## config.mk

```make
export PLATFORM = sky130hd
export DESIGN_NAME = bm_irq_gen
export DESIGN_NICKNAME = d
export VERILOG_FILES = /design/src/rtl/bmi_pkg.sv /design/src/rtl/bmi_pend_bit.sv /design/src/rtl/bmi_cfg_reg.sv /design/src/rtl/bmi_irq_out.sv /design/src/rtl/bm_irq_gen.sv
export SDC_FILE = /design/constraint.sdc
export NUM_CORES = 1
export LEC_CHECK = 0
export ABC_AREA = 0
export BUFFER_PORTS_ARGS = -buffer_cell sky130_fd_sc_hd__buf_2
export CAP_MARGIN = 30
export CORE_AREA = 2 2 39 41
export CTS_CLUSTER_DIAMETER = 30
export DETAILED_ROUTE_END_ITERATION = 10
export DIE_AREA = 0 0 41 43
export PLACE_DENSITY = 0.68
export RECOVER_POWER = 100
export SYNTH_ARGS = -nofsm -noshare
export SYNTH_HDL_FRONTEND = slang
export SYNTH_HIERARCHICAL = 1
export SYNTH_SLANG_ARGS = --single-unit
```

## constraint.sdc

```tcl
create_clock -name clk_i -period 2.73 [get_ports clk_i]
set_input_delay 0.546 -clock clk_i [delete_from_list [all_inputs] [get_ports clk_i]]
set_output_delay 0.546 -clock clk_i [all_outputs]
set_load 0.02 [all_outputs]
```

## src/rtl/bmi_pkg.sv

```systemverilog
package bmi_pkg;
  localparam int NUM_SRC  = 4;
  localparam int CFG_W    = NUM_SRC + 1;
  localparam int SRC_RD   = 0;
  localparam int SRC_WR   = 1;
  localparam int SRC_TABT = 2;
  localparam int SRC_MABT = 3;
  localparam int MODE_BIT = NUM_SRC;

  typedef enum logic {
    MODE_HOST  = 1'b0,
    MODE_LOCAL = 1'b1
  } bm_mode_e;
endpackage

```

## src/rtl/bmi_pend_bit.sv

```systemverilog
module bmi_pend_bit (
  input  logic clk_i,
  input  logic rst_ni,
  input  logic set_i,
  input  logic clr_i,
  output logic q_o,
  output logic d_o
);
  logic q_q;

  // event beats clear
  assign d_o = set_i | (q_q & ~clr_i);

  always_ff @(posedge clk_i or negedge rst_ni) begin
    if (!rst_ni) q_q <= 1'b0;
    else         q_q <= d_o;
  end

  assign q_o = q_q;

  a_r5_set_wins: assert property (@(posedge clk_i) disable iff (!rst_ni)
    set_i |=> q_o);
  a_r4_clear: assert property (@(posedge clk_i) disable iff (!rst_ni)
    (clr_i && !set_i) |=> !q_o);
  a_r3_sticky: assert property (@(posedge clk_i) disable iff (!rst_ni)
    (q_o && !clr_i) |=> q_o);
endmodule

```

## src/rtl/bmi_cfg_reg.sv

```systemverilog
module bmi_cfg_reg
  import bmi_pkg::*;
(
  input  logic             clk_i,
  input  logic             rst_ni,
  input  logic             we_i,
  input  logic [CFG_W-1:0] wdata_i,
  output logic [CFG_W-1:0] cfg_o,
  output logic [NUM_SRC-1:0] eff_en_d_o,
  output bm_mode_e         mode_d_o
);
  logic [CFG_W-1:0] cfg_q, cfg_d;
  logic             cnt_en_any;

  assign cfg_d = we_i ? wdata_i : cfg_q;

  always_ff @(posedge clk_i or negedge rst_ni) begin
    if (!rst_ni) cfg_q <= '0;
    else         cfg_q <= cfg_d;
  end

  assign cnt_en_any = cfg_d[SRC_RD] | cfg_d[SRC_WR];

  // abort sources qualified by any transfer-count enable
  always_comb begin
    eff_en_d_o           = cfg_d[NUM_SRC-1:0];
    eff_en_d_o[SRC_TABT] = cfg_d[SRC_TABT] & cnt_en_any;
    eff_en_d_o[SRC_MABT] = cfg_d[SRC_MABT] & cnt_en_any;
  end

  assign mode_d_o = bm_mode_e'(cfg_d[MODE_BIT]);
  assign cfg_o    = cfg_q;

  a_r10_load: assert property (@(posedge clk_i) disable iff (!rst_ni)
    we_i |=> (cfg_o == $past(wdata_i)));
  a_r10_hold: assert property (@(posedge clk_i) disable iff (!rst_ni)
    !we_i |=> $stable(cfg_o));
endmodule

```

## src/rtl/bmi_irq_out.sv

```systemverilog
module bmi_irq_out
  import bmi_pkg::*;
(
  input  logic               clk_i,
  input  logic               rst_ni,
  input  logic [NUM_SRC-1:0] pend_d_i,
  input  logic [NUM_SRC-1:0] eff_en_d_i,
  input  bm_mode_e           mode_d_i,
  output logic               host_irq_no,
  output logic               local_irq_no
);
  logic req_q, host_q, local_q;
  logic req_d;

  assign req_d = |(pend_d_i & eff_en_d_i);

  always_ff @(posedge clk_i or negedge rst_ni) begin
    if (!rst_ni) begin
      req_q   <= 1'b0;
      host_q  <= 1'b1;
      local_q <= 1'b1;
    end else begin
      req_q   <= req_d;
      host_q  <= ~(req_d & (mode_d_i == MODE_HOST));
      local_q <= ~(req_d & (mode_d_i == MODE_LOCAL));
    end
  end

  assign host_irq_no  = host_q;
  assign local_irq_no = local_q;

  a_r8_one_line: assert property (@(posedge clk_i) disable iff (!rst_ni)
    $onehot0({~host_irq_no, ~local_irq_no}));
  a_r9_idle_high: assert property (@(posedge clk_i) disable iff (!rst_ni)
    !req_q |-> (host_irq_no && local_irq_no));
endmodule

```

## src/rtl/bm_irq_gen.sv

```systemverilog
module bm_irq_gen
  import bmi_pkg::*;
(
  input  logic               clk_i,
  input  logic               rst_ni,
  input  logic               rd_zero_i,
  input  logic               wr_zero_i,
  input  logic               tgt_abort_i,
  input  logic               mst_abort_i,
  input  logic               cfg_we_i,
  input  logic [CFG_W-1:0]   cfg_wdata_i,
  input  logic               clr_we_i,
  input  logic [NUM_SRC-1:0] clr_wdata_i,
  output logic [CFG_W-1:0]   cfg_o,
  output logic [NUM_SRC-1:0] pend_o,
  output logic               host_irq_no,
  output logic               local_irq_no
);
  logic [NUM_SRC-1:0] ev, clr, pend_d, eff_en_d;
  bm_mode_e           mode_d;

  always_comb begin
    ev           = '0;
    ev[SRC_RD]   = rd_zero_i;
    ev[SRC_WR]   = wr_zero_i;
    ev[SRC_TABT] = tgt_abort_i;
    ev[SRC_MABT] = mst_abort_i;
  end

  assign clr = clr_we_i ? clr_wdata_i : '0;

  for (genvar g = 0; g < NUM_SRC; g++) begin : g_pend
    bmi_pend_bit u_bit (
      .clk_i  (clk_i),
      .rst_ni (rst_ni),
      .set_i  (ev[g]),
      .clr_i  (clr[g]),
      .q_o    (pend_o[g]),
      .d_o    (pend_d[g])
    );
  end

  bmi_cfg_reg u_cfg (
    .clk_i      (clk_i),
    .rst_ni     (rst_ni),
    .we_i       (cfg_we_i),
    .wdata_i    (cfg_wdata_i),
    .cfg_o      (cfg_o),
    .eff_en_d_o (eff_en_d),
    .mode_d_o   (mode_d)
  );

  bmi_irq_out u_out (
    .clk_i        (clk_i),
    .rst_ni       (rst_ni),
    .pend_d_i     (pend_d),
    .eff_en_d_i   (eff_en_d),
    .mode_d_i     (mode_d),
    .host_irq_no  (host_irq_no),
    .local_irq_no (local_irq_no)
  );

  a_r2_rd_sets: assert property (@(posedge clk_i) disable iff (!rst_ni)
    rd_zero_i |=> pend_o[SRC_RD]);
  a_r7_abort_gated: assert property (@(posedge clk_i) disable iff (!rst_ni)
    (cfg_o[SRC_RD] == 1'b0 && cfg_o[SRC_WR] == 1'b0) |-> (host_irq_no && local_irq_no));
  a_r6_cnt_fires: assert property (@(posedge clk_i) disable iff (!rst_ni)
    (pend_o[SRC_RD] && cfg_o[SRC_RD]) |-> !(host_irq_no && local_irq_no));
endmodule

```

==> out/metrics.cfg, run 1 <==
[die]
ios = 28
die_y_um = 43
core_area_mm2 = 0.00138
core.rowCount = 14
start_util_pct = 34.3
chipWidth_um = 41
die_area_mm2 = 0.00176

[layout]
antenna_cells = 0
layout.cells.non_filler = 87
nFillCells = 151
drive_above_1_share_pct = 25.4
stdcell_area_um2 = 623
fin_nets = 89
area_delta_synth_final_pct = 31.4

[critical_path]
path_delay_family = flip-flops
cp_max_fo = 1
critPathCaptureType = primary output
arrival_ns = 1.00
crit_type = register to primary output
required_ns = 2.18
critPathBufInv = 1
setup.worst_path.start_class = register
slowest_delay_ns = 0.52
cp_slowest_cell = dfstp_2
crit_chain = clkbuf_1

[grt]
grt-ovfl-total = 0
grt_max_degree = 12
grt.total_usage_pct = 12.7
antenna_found_initial = 0
first_global_vias = 362
grt_pass1_wl_um = 1470

[timing]
finClkSkew_ns = 0.00162
slew-limit-headroom_pct = 61.3
fmax_ghz = 0.647
worst_hold_slack_ns = 0.253
setup_tns_ns = 0
worst_slew_pin_slew_ns = 0.581
setup_viol = 0
fin_crit_sh_pct = 56.6
hold_viol = 0
period_needed_ns = 1.54
maxSlewViolCount = 0
rsz0062_at_grt = no

[clock_network]
cts_sinks = 11
cts_root_buffer = clkbuf_4
numCtsBuffers = 3
postCtsSetupRepairBufs = 0
cts_resized = 0
cts_buffer_depth = 2
clk_latency_ns = 0.26
cts_tree = built
htree_levels = 1
clk_pin_slew_ns = 0.07
hold_buffers = 0

[placed_design]
place_area_um2 = 614
dp_cells = 83
gp_congestion = 0.755
port_buffers = 27
hpwl_um = 775

[detailed_routing]
vias_per_cell = 4.61
wl_per_cell_um = 11.3
final_antenna_net_count = 0
drt_iter0_markers = 14
drc = 0
firstDrtPassIters = 4
wirelength_um = 986
num_vias = 401

[power_and_ir_drop]
vdd_drop_max_mv = 0.284
p_per_area_mw_per_mm2 = 594
power_mw = 0.370
p_leak_nw = 0.288

[synthesis]
synth_top_area_share_pct = 47.5
synth-edff-count = 0
yosysWarnings = 6
yosys-top-cells-count = dfrtp_1 (9), a21o_1 (4), and2_1 (4), inv_1 (4), nand2_1 (4)
ys_seq_area_share_pct = 58.6
synth_top_area_cell = dfrtp_1
ys_ff_latch = 11
syn_area_per_cell_um2 = 11.3
synth_async_sr_flop_share_pct = 100
yosys-top-cells-area = dfrtp_1 (47%), dfstp_2 (11%), mux2_2 (7.1%)
syn-cell-area_um2 = 474
ys.flop_type = dfrtp_1
ys_types = 14
synth_most_common_cell = dfrtp_1
syn_nets = 59
syn_inst = 42

[job]
maxCapViolCount = 0

[hold_path]
hp-class = input port to asynchronous set/reset pin

[run_status]
status = finished, final reports clean

-- worst register-to-register path, cell delays in order, from the launching register on --
cell and delay, ns:
dfrtp_1 0.40, mux2_1 0.31, a22o_1 0.22, o21ai_0 0.16
-- power breakdown --
group          switching (mW)  internal (mW)  total (mW)
clock network          0.0498         0.0564       0.106
registers             0.00731          0.181       0.189
logic                  0.0468         0.0284      0.0753
total                   0.104          0.266       0.370
-- cells by family after synthesis --
logic type | Yosys count | synth area share, %
buf+inv | 6 | 6.33
compound gates | 10 | 15.3
mux | 3 | 7.12
simple gates | 12 | 12.7
flops | 11 | 58.6
-- cell usage in the layout (no fill, tap or decap) --
master	n
dfstp_2	2
and2_1	1
a22o_1	2
buf_2	13
o21ai_0	1
o22ai_1	2
a21o_1	4
o21bai_1	1
clkbuf_4	3
clkbuf_1	15
inv_1	4
dfrtp_1	9
nand2_1	4
nor2_1	2
nand2b_1	2
and2_0	3
mux2_1	3
-- routing by layer --
metal  track usage, %  up-vias  part of all wire [%]
li1                 -      197                     -
met1             16.1      176                    43
met2             16.9       26                    44
met3             4.19        2                    12
met4             10.0        0                  0.81
met5                0        -                     0
-- sequential cells by signal, summed over array words and instances (netlist names) --
name                count
g_pend.u_bit/q_o        4
u_cfg/cfg_o             5
u_out/host_irq_no       1
u_out/local_irq_no      1
-- stage by stage --
stage | util (%) | worst slack [ns]
after floorplan | - | 1.34
after global placement | 44.4 | 1.26
after detailed placement | 44.4 | 1.23
after CTS | 46.3 | 1.25
after global routing | 45.0 | 1.14
final | 45.0 | 1.19
-- path summary, 6_finish.rpt --
check                                           end  slack (ns)  cells past startpoint                 from
worst max-delay path                    host_irq_no        1.19                      1    u_out/host_irq_no
worst min register to register  g_pend[3].u_bit/q_o        0.51                      1  g_pend[3].u_bit/q_o
worst min-delay path            g_pend[3].u_bit/q_o        0.25                      1               rst_ni
max in group asynchronous            u_cfg/cfg_o[1]        2.10                      1               rst_ni
worst max register to register   u_out/local_irq_no        1.56                      3       u_cfg/cfg_o[0]
min in group clk_i              g_pend[3].u_bit/q_o        0.49                      2          mst_abort_i
-- area by class of cell --
| class | count | area, um2 | share of cell area (%) |
|---|---|---|---|
| timing repair buffer | 27 | 118 | 18.9 |
| multi-input combinational | 25 | 166 | 26.7 |
| clock buffer | 4 | 26.3 | 4.22 |
| sequential | 11 | 278 | 44.6 |
| tap | 16 | 20.0 | 3.21 |
| inverter | 4 | 15.0 | 2.41 |
(Power assumes the default switching activity.)
==> run 2: changes to the inputs <==
- CORE_AREA: 2 2 39 41 -> unset
- CORE_MARGIN: unset -> 1.5
- CORE_UTILIZATION: unset -> 36
- DIE_AREA: 0 0 41 43 -> unset
- PLACE_DENSITY: 0.68 -> 0.71
- clock period: 2.73 -> 1.3 ns (I/O delays scaled with it)
==> out/metrics.cfg, run 2 (synthesis results as in run 1) <==
[clock_network]
clk_pin_slew_ns = 0.07
cts_root_buffer = clkbuf_4
cts_tree = built
cts_buffer_depth = 2
htree_levels = 1
numCtsBuffers = 3
clk_latency_ns = 0.26
postCtsSetupRepairBufs = 0
cts_resized = 0
cts_sinks = 11

[detailed_routing]
vias_per_cell = 4.58
num_vias = 394
drc = 0
wirelength_um = 875
drt_iter0_markers = 9
wl_per_cell_um = 10.2
firstDrtPassIters = 2
final_antenna_net_count = 0

[layout]
multi_input_area_um2 = 166
area_delta_synth_final_pct = 34.3
fin_util_pct = 54.4
seqCellArea_um2 = 278
drive_above_1_share_pct = 33.3
fin_nets = 90
nFillCells = 110
antenna_cells = 0
final_cell_mix = buf_2 (15), clkbuf_1 (10), dfrtp_1 (9)
largest_reg_flops = 5
final_common_cell = buf_2

[critical_path]
ff2ff_path_depth = 3
setup.worst_path.start_class = register
r2r_end = u_out/local_irq_no
crit_type = register to primary output
cp_max_fo = 1
crit_chain = clkbuf_2
slowest_delay_ns = 0.52
crit_start = u_out/local_irq_no
required_ns = 1.04
path_delay_family = flip-flops
rr_startpoint = u_cfg/cfg_o[0]
r2r_slack_ns = 0.18
cp_slowest_cell = dfstp_2
critPathCaptureType = primary output
critPathBufInv = 1
arrival_ns = 0.94

[timing]
setup_viol = 0
fin_crit_sh_pct = 92.0
finClkSkew_ns = 0.00427
worst_slew_pin_slew_ns = 0.556
period_needed_ns = 1.20
rsz0062_at_grt = no
setup_tns_ns = 0
slew-limit-headroom_pct = 62.9
fmax_ghz = 0.836
hold_viol = 0
maxSlewViolCount = 0

[die]
chipWidth_um = 39.3
start_util_pct = 40.5
core_area_mm2 = 0.00117
core.rowCount = 12
die_y_um = 39.3
ios = 28
die_area_mm2 = 0.00154

[power_and_ir_drop]
power_mw = 0.781
p_per_area_mw_per_mm2 = 1230
p_sw_mw = 0.220
combPwrFrac_pct = 20.9
p_leak_nw = 0.308
vdd_drop_max_mv = 0.649
seqPwrFrac_pct = 50.6
pwr-share-clk_pct = 28.5
switching_share_pct = 28.2
p_int_mw = 0.560

[hold_path]
worstHoldPathCells = 2
holdCritStartpoint = tgt_abort_i
hold-path-endpoint = g_pend[2].u_bit/q_o
hp-class = input port to register

[job]
maxCapViolCount = 0

[placed_design]
gp_congestion = 0.711
port_buffers = 27
hpwl_um = 710

[run_status]
status = finished, final reports clean

[grt]
antenna_found_initial = 0
grt_pass1_wl_um = 1290
grt.total_usage_pct = 13.1
grt-ovfl-total = 0
first_global_vias = 319
grt_max_degree = 12

## run 2: changes by cell type in the layout (fill, tap and decap cells not counted), moves of 2 or more
| cell | before | now |
|---|---|---|
| and2_1 | 1 | 4 |
| clkbuf_2 | 0 | 2 |
| clkbuf_1 | 15 | 10 |
| buf_2 | 13 | 15 |
| and2_0 | 3 | 0 |
## run 2: stage by stage
step | std cells | area, um2 | setup slack, ns | hold slack (ns)
global route | 86 | 637 | 0.0576 | 0.198
global placement | 81 | 612 | 0.120 | 0.137
CTS | 86 | 649 | 0.0940 | 0.186
finish | 86 | 637 | 0.105 | 0.198
floorplan | 42 | 474 | 0.0422 | -0.0356
detailed placement | 81 | 612 | 0.0909 | 0.142
## run 2: layer usage
metal,global-route usage (%),up-vias,share of wire [%]
met3,3.41,0,9.9
met2,19.6,20,43
met1,15.9,171,47
li1,-,203,-
met4,10.3,0,0
met5,0,-,0
## run 2: how the worst max path moves through the flow
stage	to	slack (ns)	cells after the start
3_5_place_dp	u_out/host_irq_no	0.09	4
3_3_place_gp	u_out/host_irq_no	0.12	4
2_1_floorplan	u_out/host_irq_no	0.04	4
4_1_cts	local_irq_no	0.09	1
5_1_grt	host_irq_no	0.06	1
6_report	local_irq_no	0.10	1
## run 2: area by class of cell
class / count / share of cell area, %
clock buffer: 3 / 3.54
clock inverter: 1 / 0.786
inverter: 4 / 2.36
multi-input combinational: 25 / 26.1
sequential: 11 / 43.6
tap: 14 / 2.75
timing repair buffer: 28 / 20.8
## run 2: power by group through the flow
stage | clock network [mW] | registers (mW) | logic (mW)
after CTS | 0.238 | 0.394 | 0.175
after global placement | 0 | 0.400 | 0.171
after detailed placement | 0 | 0.400 | 0.172
after floorplan | 0 | 0.444 | 0.0643
final | 0.223 | 0.395 | 0.163
after global routing | 0.258 | 0.399 | 0.180
## run 2: timing repair
| item | CTS | global route |
|---|---|---|
| endpoints found under the setup margin | 0 | 0 |
| hold endpoints to repair | 9 | 0 |
| hold buffers | 1 | 0 |
==> run 3: changes to the inputs <==
--- a/config.mk
+++ b/config.mk
@@ -13,2 +13,3 @@
 export CTS_CLUSTER_DIAMETER = 30
+export CTS_CLUSTER_SIZE = 10
 export DETAILED_ROUTE_END_ITERATION = 10
==> constraint.sdc (replaced) <==
create_clock -name clk_i -period 1.3 [get_ports clk_i]
set_input_delay 0.195 -clock clk_i [delete_from_list [all_inputs] [get_ports clk_i]]
set_output_delay 0.195 -clock clk_i [all_outputs]
set_load 0.02 [all_outputs]
==> out/metrics.cfg, run 3 (synthesis results as in run 1) <==
[run_status]
status = finished, final reports clean

[clock_network]
numCtsBuffers = 3
cts_sinks = 11
htree_levels = 1
cts_buffer_depth = 2
cts_tree = built
clk_latency_ns = 0.26
cts_root_buffer = clkbuf_4
clk_pin_slew_ns = 0.06

[power_and_ir_drop]
vdd_drop_max_mv = 0.512
switching_share_pct = 28.0
p_sw_mw = 0.219
p_per_area_mw_per_mm2 = 1240
p_int_mw = 0.563
p_leak_nw = 0.300
pwr-share-clk_pct = 28.7
combPwrFrac_pct = 20.8
seqPwrFrac_pct = 50.5

[die]
chipWidth_um = 39.3
core_area_mm2 = 0.00117
ios = 28
die_y_um = 39.3
start_util_pct = 40.5
core.rowCount = 12
die_area_mm2 = 0.00154

[critical_path]
required_ns = 1.11
slowest_delay_ns = 0.51
setup.worst_path.start_class = register
cp_slowest_cell = dfstp_2
path_delay_family = flip-flops
cp_max_fo = 1
arrival_ns = 1.00
ff2ff_path_depth = 3
crit_chain = clkbuf_1
cp_num_cells = 1
critPathCaptureType = primary output
critPathBufInv = 1
crit_type = register to primary output

[timing]
setup_tns_ns = 0
rsz0062_at_grt = no
finalWorstSetupSlack_ns = 0.107
fmax_ghz = 0.838
period_needed_ns = 1.19
worst_hold_slack_ns = 0.138
fin_crit_sh_pct = 91.8
worst_slew_pin_slew_ns = 0.561
setup_viol = 0
hold_viol = 0
finClkSkew_ns = 0.000789
slew-limit-headroom_pct = 62.6
maxSlewViolCount = 0

[layout]
largest_reg_flops = 5
antenna_cells = 0
area_delta_synth_final_pct = 33.5
stdcell_area_um2 = 633
final_cell_mix = buf_2 (15), clkbuf_1 (13), dfrtp_1 (9)
final_common_cell = buf_2
fin_nets = 90
drive_above_1_share_pct = 29.2

[grt]
antenna_found_initial = 0
grt.total_usage_pct = 13.8
grt-ovfl-total = 0
grt_pass1_wl_um = 1320
grt_max_degree = 12
first_global_vias = 345

[job]
maxCapViolCount = 0

[placed_design]
port_buffers = 27
gp_congestion = 0.711
hpwl_um = 710
place_area_um2 = 612
preCtsSetupSlack_ns = 0.158

[detailed_routing]
wirelength_um = 916
drt_iter0_markers = 4
vias_per_cell = 4.76
drc = 0
num_vias = 409
final_antenna_net_count = 0
wl_per_cell_um = 10.7
firstDrtPassIters = 4

[hold_path]
worstHoldPathCells = 2
hp-class = input port to register

run 3: cell count changes in the layout (fill, tap and decap cells not counted), sizes merged:
| cell | before | now |
|---|---|---|
| clkbuf | 15 | 16 |
| clkinv | 1 | 0 |
run 3: worst paths after layout:
| path | startpoint | end | slack (ns) |
|---|---|---|---|
| hold / removal | tgt_abort_i | g_pend[2].u_bit/q_o | 0.14 |
| setup / recovery | u_out/local_irq_no | local_irq_no | 0.11 |
| setup reg to reg | u_cfg/cfg_o[1] | u_out/host_irq_no | 0.19 |
| min in group asynchronous | rst_ni | u_cfg/cfg_o[1] | 0.43 |
| max in group asynchronous | rst_ni | u_out/host_irq_no | 0.50 |
| hold reg to reg | g_pend[2].u_bit/q_o | g_pend[2].u_bit/q_o | 0.51 |
run 3: per-layer routing:
layer | part of all wire [%] | vias up | routed length (um) | GRT usage [%]
li1 | - | 202 | - | -
met1 | 45 | 183 | 408 | 15.2
met2 | 44 | 22 | 406 | 21.3
met3 | 9.9 | 2 | 91 | 1.70
met4 | 1.1 | 0 | 10 | 15.5
met5 | 0 | - | 0 | 0
run 3: per-stage QoR:
stage	std cells	power [mW]	util, %
floorplan	42	0.508	-
global placement	81	0.571	52.2
detailed placement	81	0.573	52.2
CTS	86	0.809	55.3
global route	86	0.829	54.1
finish	86	0.782	54.1
run 3: what timing repair did:
action,CTS,global route
resized for setup,0,0
endpoints found under the setup margin,0,0
setup buffers,0,0
hold endpoints to repair,9,0
hold buffers,1,0
run 3: area by class of cell:
type	count	area (um2)
Fill cell	111	538
Sequential cell	11	278
Multi-Input combinational cell	25	166
Timing Repair Buffer	28	130
Clock buffer	4	26.3
Tap cell	14	17.5
Inverter	4	15.0
run 3: power by group through the flow:
stage          Sequential [mW]  Combinational [mW]  Clock (mW)
3_3_place_gp             0.400               0.171           0
4_1_cts                  0.394               0.176       0.239
2_1_floorplan            0.444              0.0643           0
6_report                 0.395               0.163       0.225
5_1_grt                  0.398               0.179       0.252
3_5_place_dp             0.400               0.173           0
